## config.mk

```make
export PLATFORM = sky130hd
export DESIGN_NAME = modem_status_unit
export DESIGN_NICKNAME = d
export VERILOG_FILES = /design/src/rtl/msu_pkg.sv /design/src/rtl/msu_sync.sv /design/src/rtl/msu_timers.sv /design/src/rtl/msu_status.sv /design/src/rtl/msu_ctrl.sv /design/src/rtl/modem_status_unit.sv
export SDC_FILE = /design/constraint.sdc
export NUM_CORES = 1
export LEC_CHECK = 0
export ABC_AREA = 1
export ABC_CLOCK_PERIOD_IN_PS = 1860
export BUFFER_PORTS_ARGS = -buffer_cell sky130_fd_sc_hd__clkbuf_2
export CAP_MARGIN = 20
export CORE_MARGIN = 2
export CORE_UTILIZATION = 35
export DETAILED_ROUTE_END_ITERATION = 6
export GPL_ROUTABILITY_DRIVEN = 0
export RECOVER_POWER = 25
export SLEW_MARGIN = 20
export SYNTH_ARGS = -nofsm -noshare
export SYNTH_HDL_FRONTEND = slang
export SYNTH_SLANG_ARGS = --single-unit
```

## constraint.sdc

```tcl
create_clock -name clk -period 1.86 [get_ports clk]
set_input_delay 0.372 -clock clk [delete_from_list [all_inputs] [get_ports clk]]
set_output_delay 0.372 -clock clk [all_outputs]
set_load 0.02 [all_outputs]
```

## src/rtl/msu_pkg.sv

```systemverilog
package msu_pkg;
  localparam int NLINES = 4;
  localparam int L_CTS = 0;
  localparam int L_DSR = 1;
  localparam int L_RI  = 2;
  localparam int L_DCD = 3;

  localparam int MCR_W    = 5;
  localparam int MCR_DTR  = 0;
  localparam int MCR_RTS  = 1;
  localparam int MCR_LOOP = 4;

  typedef logic [NLINES-1:0] line_vec_t;
  typedef logic [MCR_W-1:0]  ctrl_t;

  localparam line_vec_t LINE_RST = 4'b1011;
  localparam ctrl_t     CTRL_RST = 5'h08;

  // change flags: XOR for level lines, falling edge only for the ring line
  function automatic line_vec_t delta_of(line_vec_t prev, line_vec_t cur);
    line_vec_t d;
    d        = prev ^ cur;
    d[L_RI]  = prev[L_RI] & ~cur[L_RI];
    return d;
  endfunction
endpackage

```

## src/rtl/msu_sync.sv

```systemverilog
module msu_sync
  import msu_pkg::*;
#(
  parameter int        WIDTH = NLINES,
  parameter line_vec_t RSTV  = LINE_RST
) (
  input  logic             clk,
  input  logic             rst_n,
  input  logic [WIDTH-1:0] async_in,
  output logic [WIDTH-1:0] sync_out
);
  for (genvar g = 0; g < WIDTH; g++) begin : g_bit
    logic meta_q, stab_q;
    always_ff @(posedge clk or negedge rst_n) begin
      if (!rst_n) begin
        meta_q <= RSTV[g];
        stab_q <= RSTV[g];
      end else begin
        meta_q <= async_in[g];
        stab_q <= meta_q;
      end
    end
    assign sync_out[g] = stab_q;
  end
endmodule

```

## src/rtl/msu_timers.sv

```systemverilog
module msu_timers #(
  parameter int CHAR_W      = 16,
  parameter int POLL_CYCLES = 100000,
  localparam int PW = (POLL_CYCLES > 1) ? $clog2(POLL_CYCLES) : 1
) (
  input  logic              clk,
  input  logic              rst_n,
  input  logic              poll_en,
  input  logic              loop,
  input  logic              settle_start,
  input  logic [CHAR_W-1:0] settle_len,
  output logic              sample
);
  logic [PW-1:0]     poll_cnt;
  logic [CHAR_W-1:0] settle_cnt;
  logic              poll_tick, settle_tick;

  assign poll_tick   = poll_en && (poll_cnt == PW'(POLL_CYCLES - 1));
  assign settle_tick = !settle_start && (settle_cnt == CHAR_W'(1));
  assign sample      = (poll_tick || settle_tick) && !loop;

  always_ff @(posedge clk or negedge rst_n) begin
    if (!rst_n)         poll_cnt <= '0;
    else if (!poll_en)  poll_cnt <= '0;
    else if (poll_tick) poll_cnt <= '0;
    else                poll_cnt <= poll_cnt + 1'b1;
  end

  always_ff @(posedge clk or negedge rst_n) begin
    if (!rst_n)                settle_cnt <= '0;
    else if (settle_start)     settle_cnt <= (settle_len == '0) ? CHAR_W'(1) : settle_len;
    else if (settle_cnt != '0) settle_cnt <= settle_cnt - 1'b1;
  end

  // with polling off, the poll counter stays parked at zero
  p_poll_parked_r9: assert property (@(posedge clk) disable iff (!rst_n)
    !poll_en |=> (poll_cnt == '0));
endmodule

```

## src/rtl/msu_status.sv

```systemverilog
module msu_status
  import msu_pkg::*;
(
  input  logic      clk,
  input  logic      rst_n,
  input  line_vec_t line_s,
  input  logic      sample,
  input  logic      rd,
  input  logic      loop,
  output logic [7:0] msr
);
  line_vec_t up_q, dl_q, fresh;

  always_comb fresh = sample ? delta_of(up_q, line_s) : '0;

  always_ff @(posedge clk or negedge rst_n) begin
    if (!rst_n) begin
      up_q <= LINE_RST;
      dl_q <= '0;
    end else begin
      if (sample) up_q <= line_s;
      dl_q <= (rd ? line_vec_t'('0) : dl_q) | fresh;
    end
  end

  assign msr = {up_q, dl_q};

  p_hold_between_samples_r1: assert property (@(posedge clk) disable iff (!rst_n)
    !sample |=> $stable(msr[7:4]));
  p_flags_sticky_r2: assert property (@(posedge clk) disable iff (!rst_n)
    !rd |=> ((msr[3:0] & $past(msr[3:0])) == $past(msr[3:0])));
  p_ring_falling_only_r3: assert property (@(posedge clk) disable iff (!rst_n)
    $rose(msr[2]) |-> $fell(msr[6]));
  p_read_clears_r4: assert property (@(posedge clk) disable iff (!rst_n)
    (rd && !sample) |=> (msr[3:0] == 4'h0));
  p_loop_freezes_r7: assert property (@(posedge clk) disable iff (!rst_n)
    loop |=> $stable(msr[7:4]));
endmodule

```

## src/rtl/msu_ctrl.sv

```systemverilog
module msu_ctrl
  import msu_pkg::*;
(
  input  logic       clk,
  input  logic       rst_n,
  input  logic       wr,
  input  logic [7:0] wdata,
  output ctrl_t      ctrl_q,
  output logic       rts,
  output logic       dtr,
  output logic       settle_start
);
  ctrl_t wv;
  logic  unused_hi;

  assign wv           = wdata[MCR_W-1:0];
  assign unused_hi    = ^wdata[7:MCR_W];
  assign settle_start = wr && !wv[MCR_LOOP] && (wv != ctrl_q);

  always_ff @(posedge clk or negedge rst_n) begin
    if (!rst_n) begin
      ctrl_q <= CTRL_RST;
      rts    <= CTRL_RST[MCR_RTS];
      dtr    <= CTRL_RST[MCR_DTR];
    end else begin
      if (wr) ctrl_q <= wv;
      if (settle_start) begin
        rts <= wv[MCR_RTS];
        dtr <= wv[MCR_DTR];
      end
    end
  end

  p_pins_track_r6: assert property (@(posedge clk) disable iff (!rst_n)
    !ctrl_q[MCR_LOOP] |-> (rts == ctrl_q[MCR_RTS]) && (dtr == ctrl_q[MCR_DTR]));
  p_loop_holds_pins_r7: assert property (@(posedge clk) disable iff (!rst_n)
    (wr && wdata[MCR_LOOP]) |=> $stable(rts) && $stable(dtr));
endmodule

```

## src/rtl/modem_status_unit.sv

```systemverilog
module modem_status_unit
  import msu_pkg::*;
#(
  parameter int CHAR_W      = 16,
  parameter int POLL_CYCLES = 100000
) (
  input  logic              clk,
  input  logic              rst_n,
  input  logic              cts_in,
  input  logic              dsr_in,
  input  logic              ri_in,
  input  logic              dcd_in,
  input  logic              msr_rd,
  output logic [7:0]        msr_q,
  input  logic              mcr_wr,
  input  logic [7:0]        mcr_wdata,
  output logic [4:0]        mcr_q,
  input  logic              msi_en,
  input  logic [CHAR_W-1:0] char_ticks,
  output logic              rts_out,
  output logic              dtr_out,
  output logic              msi_irq
);
  line_vec_t raw, line_s;
  ctrl_t     ctrl;
  logic      settle_start, sample, loop;

  always_comb begin
    raw        = '0;
    raw[L_CTS] = cts_in;
    raw[L_DSR] = dsr_in;
    raw[L_RI]  = ri_in;
    raw[L_DCD] = dcd_in;
  end

  assign loop  = ctrl[MCR_LOOP];
  assign mcr_q = ctrl;

  msu_sync #(.WIDTH(NLINES), .RSTV(LINE_RST)) u_sync (
    .clk(clk), .rst_n(rst_n), .async_in(raw), .sync_out(line_s));

  msu_ctrl u_ctrl (
    .clk(clk), .rst_n(rst_n), .wr(mcr_wr), .wdata(mcr_wdata),
    .ctrl_q(ctrl), .rts(rts_out), .dtr(dtr_out), .settle_start(settle_start));

  msu_timers #(.CHAR_W(CHAR_W), .POLL_CYCLES(POLL_CYCLES)) u_timers (
    .clk(clk), .rst_n(rst_n), .poll_en(msi_en && !loop), .loop(loop),
    .settle_start(settle_start), .settle_len(char_ticks), .sample(sample));

  msu_status u_status (
    .clk(clk), .rst_n(rst_n), .line_s(line_s), .sample(sample),
    .rd(msr_rd), .loop(loop), .msr(msr_q));

  assign msi_irq = msi_en && (msr_q[3:0] != 4'h0);

  p_irq_needs_enable_r10: assert property (@(posedge clk) disable iff (!rst_n)
    (!msi_en || msr_q[3:0] == 4'h0) |-> !msi_irq);
endmodule

```

After elaboration in Yosys (flattened, before gate mapping)
Cells that the tools add are included.

cells by class
  bitwise operators = 4
  add/subtract/negate cells = 2
  muxes and demuxes = 7
  equality and inequality tests = 3
  reduce and logical (&&, ||, !) cells = 15

operator list
  cell                   count
  $mux 16                3
  $mux 17                2
  $add 17x1->17 const B  1
  $eq 17x17->1 const B   1
  $eq 16x1->1 const B    1
  $logic_not 16->1       1
  $reduce_bool 16->1     1
  $sub 16x1->16 const B  1
  $mux 4                 2
  $logic_and 1x1->1      7
  $ne 5x5->1             1
  $or 4x4->4             1
  $reduce_bool 4->1      1
  $xor 4x4->4            1
  $logic_not 1->1        3
  $reduce_bool 2->1      1
  $and 1x1->1            1
  $logic_or 1x1->1       1
  $not 1->1              1

word-level totals
  word-level logic and storage cells = 46
  input port bits = 33
  output and inout port bits = 16
  register bits after elaboration = 56

Longest topological paths before layout
  depth in word-level cells = 9
  depth in mapped cells = 11
  depth with buffers taken out = 11

Modules after synthesis
A second synthesis with hierarchy kept.

second synthesis, totals
  cells, all modules = 431
  area, all modules = 3225.6 um^2

modules (own cells, without submodules)
  module             times used  cells each  area each (um^2)  sequential area each (um^2)
  msu_timers         1           324         2249.7            825.8
  msu_ctrl           1           46          362.8             176.4
  msu_status         1           44          355.3             203.9
  msu_sync           1           12          237.7             207.7
  modem_status_unit  1           5           20.0              0.0

Worst setup path before layout
Ideal clock, no wire load.

  kind = register -> register
  start point = register u_timers.settle_cnt[0]
  end point = register u_timers.settle_cnt[12]
  buffers on the path = 0
  stages on the path, launching flop included = 10
  path slack = 0.456 ns
  library setup time = 0.126 ns
  required time = 1.734 ns
  arrival time = 1.278 ns
  cells stage by stage = dfrtp_1 -> inv_1 -> ha_1 -> nand2_1 -> nor2_2 -> nand2_1 -> o21ai_0 -> nand2_1 -> nand2_1 -> a21oi_1

on the way
  cells in the longest elaborated chain, start to end = 3
  elaborated cells on any way between the ends = 5
  classes of those cells = 1 x add/sub; 2 x mux; 2 x reduce/logical

RTL lines
  what                    line              source
  start, declared         msu_timers.sv:15  logic [CHAR_W-1:0] settle_cnt;
  start signal, assigned  msu_timers.sv:31  else if (settle_start) settle_cnt <= (settle_len == '0) ? CHAR_W'(1) : settle_len;
  start signal, assigned  msu_timers.sv:32  else if (settle_cnt != '0) settle_cnt <= settle_cnt - 1'b1;
  $sub 16x1->16           msu_timers.sv:32
  $mux 16                 msu_timers.sv:32
  $mux 16                 msu_timers.sv:31

Several ways; a longest one is shown, not always the timed one. The select of a mux whose other input is x is not followed.
A chain may end at the register's enable or synchronous reset.

Worst setup path in the final report
  start point = register u_status.dl_q[2]
  end point = output msi_irq

on the way
  cells in the longest elaborated chain, start to end = 2

RTL lines
  what                    line                     source
  start, declared         msu_status.sv:12         line_vec_t up_q, dl_q, fresh;
  start signal, assigned  msu_status.sv:22         dl_q <= (rd ? line_vec_t'('0) : dl_q) | fresh;
  $reduce_bool 4->1       modem_status_unit.sv:54  assign msi_irq = msi_en && (msr_q[3:0] != 4'h0);
  $logic_and 1x1->1       modem_status_unit.sv:54
  end, declared           modem_status_unit.sv:22  output logic msi_irq

Every way passes these cells.

==> summary.md <==
| Metric | Value |
|---|---|
| Crit Path Max Fanout | `3` |
| Place WS | `around 0.27 ns` |
| Tcrit/Tclk final | `0.892` |
| Clk pin slew, worst setup/hold paths | `0.10 ns` |
| Footprint of the multi-input gates | `0.00141 sq mm` |
| Remaining DRCs | `0` |
| Total track usage | `0.140` |
| Global-route wire length before repair | `~11000 um` |
| H-tree lvl count | `2` |
| Endpoint class of the critical path | `primary output` |
| Internal power | `1.84 mW` |
| Outcome | `complete, no violations` |
| Synth Net Count | `428` |
| Setup Buffers After CTS | `0` |
| Psw | `0.827 mW` |
| Minimum clock period | `1.66 ns` |
| Startpoint Class | `register` |
| Avg Cell Area, Syn | `slightly below 8 sq um` |
| Critical setup path kind | `register to primary output` |
| Die width | `between 90 and 100 um` |
| Mux cell area share after synthesis | `0` |
| Post_cts resized | `0` |
| Antenna Cells | `0` |
| Worst Setup Slack, final | `0.201 ns` |
| FF+latch area | `~0.0014 sq mm` |
| Number of global-route vias before repair | `approximately 2500` |
| Adder-cell share of the synthesized area | `0.0164` |
| Final Instance Area | `0.00349 sq mm` |
| Clock root buffer | `clkbuf_8` |
| Setup skew after layout | `about 0.014 ns` |
| CTS tree | `done` |
| Leakage | `around 1.7 nW` |
| Sw Ratio | `0.311` |
| Hold Path Class | `primary input to register` |
| Hold Slack | `roughly 0.14 ns` |
| Async SR Flop Fraction | `1.00` |
| Sum Neg Setup Slack | `0 ns` |
| Placed Area | `roughly 0.0034 sq mm` |
| Max VDD drop | `a little under 0.3 mV` |
| R2R setup slack | `~0.28 ns` |
| Setup violations, final | `0` |
| Critical path required time | `between 1 and 1.5 ns` |
| Starting density of the core | `0.355` |
| Reg-to-Reg Start | `u_timers.settle_cnt[6]` |
| Die Area | `about 0.0095 sq mm` |
| Die height | `between 90 and 100 um` |
| Largest family of logic cells by synthesized area | `simple AND/OR/NAND/NOR gates` |
| DRT Wirelength | `6170 um` |
| # fillers | `between 800 and 900` |
| Cells after Synth | `roughly 390` |
| Drt wl/cell | `roughly 11 um` |
| Router iterations before antenna repair | `4` |
| Number of distinct library cells after synthesis | `34` |
| DR iter-0 viols | `97` |
| Worst Tran Pin Value | `between 1 and 1.5 ns` |
| Compound-Gate Fraction of Synth Area | `0.0611` |
| R2r worst-path depth | `6` |
| Count of max-cap constraint violations | `0` |
| Post-Synth XOR/XNOR Area | `0.0373` |
| Min-delay src | `cts_in` |
| Sequential area share after synthesis | `0.463` |
| Io pins | `49` |
| RSZ-0062 raised after global routing | `false` |
| Via count | `about 2600` |
| Antenna violations before repair | `0` |
| Final Hold Fails | `0` |
| Post-synthesis simple-gate area fraction | `0.348` |
| CP max stage cell | `dfrtp_1` |
| Vias/cell | `between 4 and 5` |
| Relative slew slack | `0.0763` |
| Share of cells above drive strength 1 | `0.213` |
| Bufs on Longest Clock Path | `2` |
| Top FF cell, synth | `dfrtp_1` |
| Final nets | `between 400 and 500` |
| Synth warn | `0` |
| Row count | `34` |
| Share of power burned in combinational logic | `0.204` |
| Post-DP HPWL | `4610 um` |
| Area Growth Syn to Fin | `14.2%` |
| Cell area after synthesis | `slightly above 0.003 sq mm` |
| Cell area power density | `around 760 mW/mm^2` |
| Hold_buf cts | `0` |
| Worst EP arrival | `roughly 1.3 ns` |
| Reg2reg end | `u_timers.settle_cnt[5]` |
| Port Buf Inserts | `45` |
| Gr ovfl total | `0` |
| Max incr delay on CP | `between 0.4 and 0.5 ns` |
| Antenna-violating nets left | `0` |
| Fraction of power consumed by sequential logic | `0.537` |
| CTS Buf Count | `5` |
| Post-synth EDFFs | `0` |
| Fmax | `around 600 MHz` |
| Clock Power Share | `0.258` |
| Max-slew violation count | `0` |
| Core box area | `approximately 0.0086 sq mm` |
| Clock Sink Count | `56` |
| Hold EP | `u_sync.g_bit[0].meta_q` |
| Hold Crit Depth | `1` |
| Yosys reg bits | `56` |
| CP cell instances | `o41a_1 > clkbuf_2` |
| Largest net degree at the start of global routing | `57` |
| Worst-Skew Late Latency | `between 0.3 and 0.4 ns` |
## worst max-delay path by stage
stage	startpoint	endpoint	cells past startpoint	slack (ns)
2_1_floorplan	u_timers.settle_cnt[0]	u_timers.settle_cnt[12]	9	0.46
3_3_place_gp	mcr_wdata[0]	u_timers.settle_cnt[5]	9	0.29
3_5_place_dp	u_timers.settle_cnt[0]	u_timers.settle_cnt[12]	9	0.27
4_1_cts	u_status.dl_q[2]	msi_irq	2	0.18
5_1_grt	u_timers.settle_cnt[0]	u_timers.settle_cnt[12]	9	0.06
6_report	u_status.dl_q[2]	msi_irq	2	0.20
## metal layers
metal,vias up,part of all wire,GRT usage,routed length [um]
met5,-,0,0,0
met2,30,0.46,0.228,2840
li1,1335,-,-,-
met4,0,0.0071,0.0321,44
met1,1191,0.50,0.191,3070
met3,5,0.035,0.0309,213
## power by group through the flow
stage | logic [mW] | registers (mW) | clock network (mW)
after floorplan | 0.383 | 1.45 | 0
after global placement | 0.545 | 1.45 | 0
after detailed placement | 0.552 | 1.45 | 0
after CTS | 0.556 | 1.43 | 0.725
after global routing | 0.638 | 1.45 | 0.763
final | 0.544 | 1.43 | 0.688
## cell usage after synthesis, types with 2 or more instances
cell type,number,area [sq um]
a21oi_1,16,80.1
buf_4,3,22.5
dfrtp_1,46,1150
dfstp_2,10,263
ha_1,4,50.1
inv_1,47,176
inv_2,3,11.3
nand2_1,108,405
nand2_2,3,18.8
nand2_4,3,33.8
nand3_1,25,125
nand4_1,7,43.8
nor2_1,44,165
nor2_2,10,62.6
nor2_4,2,22.5
nor3_1,11,55.1
nor3_2,3,30.0
nor3b_1,2,15.0
nor3b_2,2,25.0
nor4_1,3,18.8
o21ai_0,14,70.1
or2_1,2,12.5
xnor2_1,3,26.3
xor2_1,10,87.6
## cells by family (layout without fill, tap and decap cells)
family | after synthesis | count (layout)
flops | 56 | 56
buf+inv | 55 | 106
xor+xnor | 13 | 13
fa+ha+maj | 4 | 4
compound gates | 35 | 35
simple gates | 228 | 228
## critical path, delay by kind of cell, from the launching register on
kind	cells	cell delay (ns)
AO/OA/AOI/OAI	1	0.41
flip-flops	1	0.41
buffers and inverters	1	0.16
## placed cells by master (no fill, tap or decap), types with 3 or more instances in the layout
| master | instances |
|---|---|
| nor2_2 | 10 |
| nand3_1 | 25 |
| inv_2 | 3 |
| nand4_1 | 7 |
| nor3_1 | 11 |
| clkbuf_2 | 46 |
| nand2_2 | 3 |
| xnor2_1 | 3 |
| o21ai_0 | 14 |
| nand2_4 | 3 |
| nor4_1 | 3 |
| xor2_1 | 10 |
| a21oi_1 | 16 |
| ha_1 | 4 |
| dfstp_2 | 10 |
| dfrtp_1 | 46 |
| clkbuf_8 | 6 |
| nor2_1 | 44 |
| nor3_2 | 3 |
| inv_1 | 47 |
| nand2_1 | 108 |
## area by class of cell
type,instances,share of cell area
clock buffer,6,0.0237
inverter,50,0.0538
timing repair buffer,48,0.0703
multi-input combinational,280,0.405
sequential,56,0.405
clock inverter,2,0.00287
tap,108,0.0388
## state kept, by name, summed over array words and instances (netlist names)
name / flops
u_timers.poll_cnt: 17
u_status.up_q: 4
u_sync.g_bit.meta_q: 4
u_ctrl.ctrl_q: 5
u_sync.g_bit.stab_q: 4
u_status.dl_q: 4
u_ctrl.dtr: 1
u_timers.settle_cnt: 16
u_ctrl.rts: 1
## per-stage QoR
| step | utilization | total power, mW | instances |
|---|---|---|---|
| 2_1_floorplan | - | 1.84 | 391 |
| 3_3_place_gp | 0.397 | 2.00 | 542 |
| 3_5_place_dp | 0.397 | 2.00 | 542 |
| 4_1_cts | 0.408 | 2.71 | 550 |
| 5_1_grt | 0.406 | 2.85 | 550 |
| 6_report | 0.406 | 2.66 | 550 |
(Power assumes the default switching activity.)
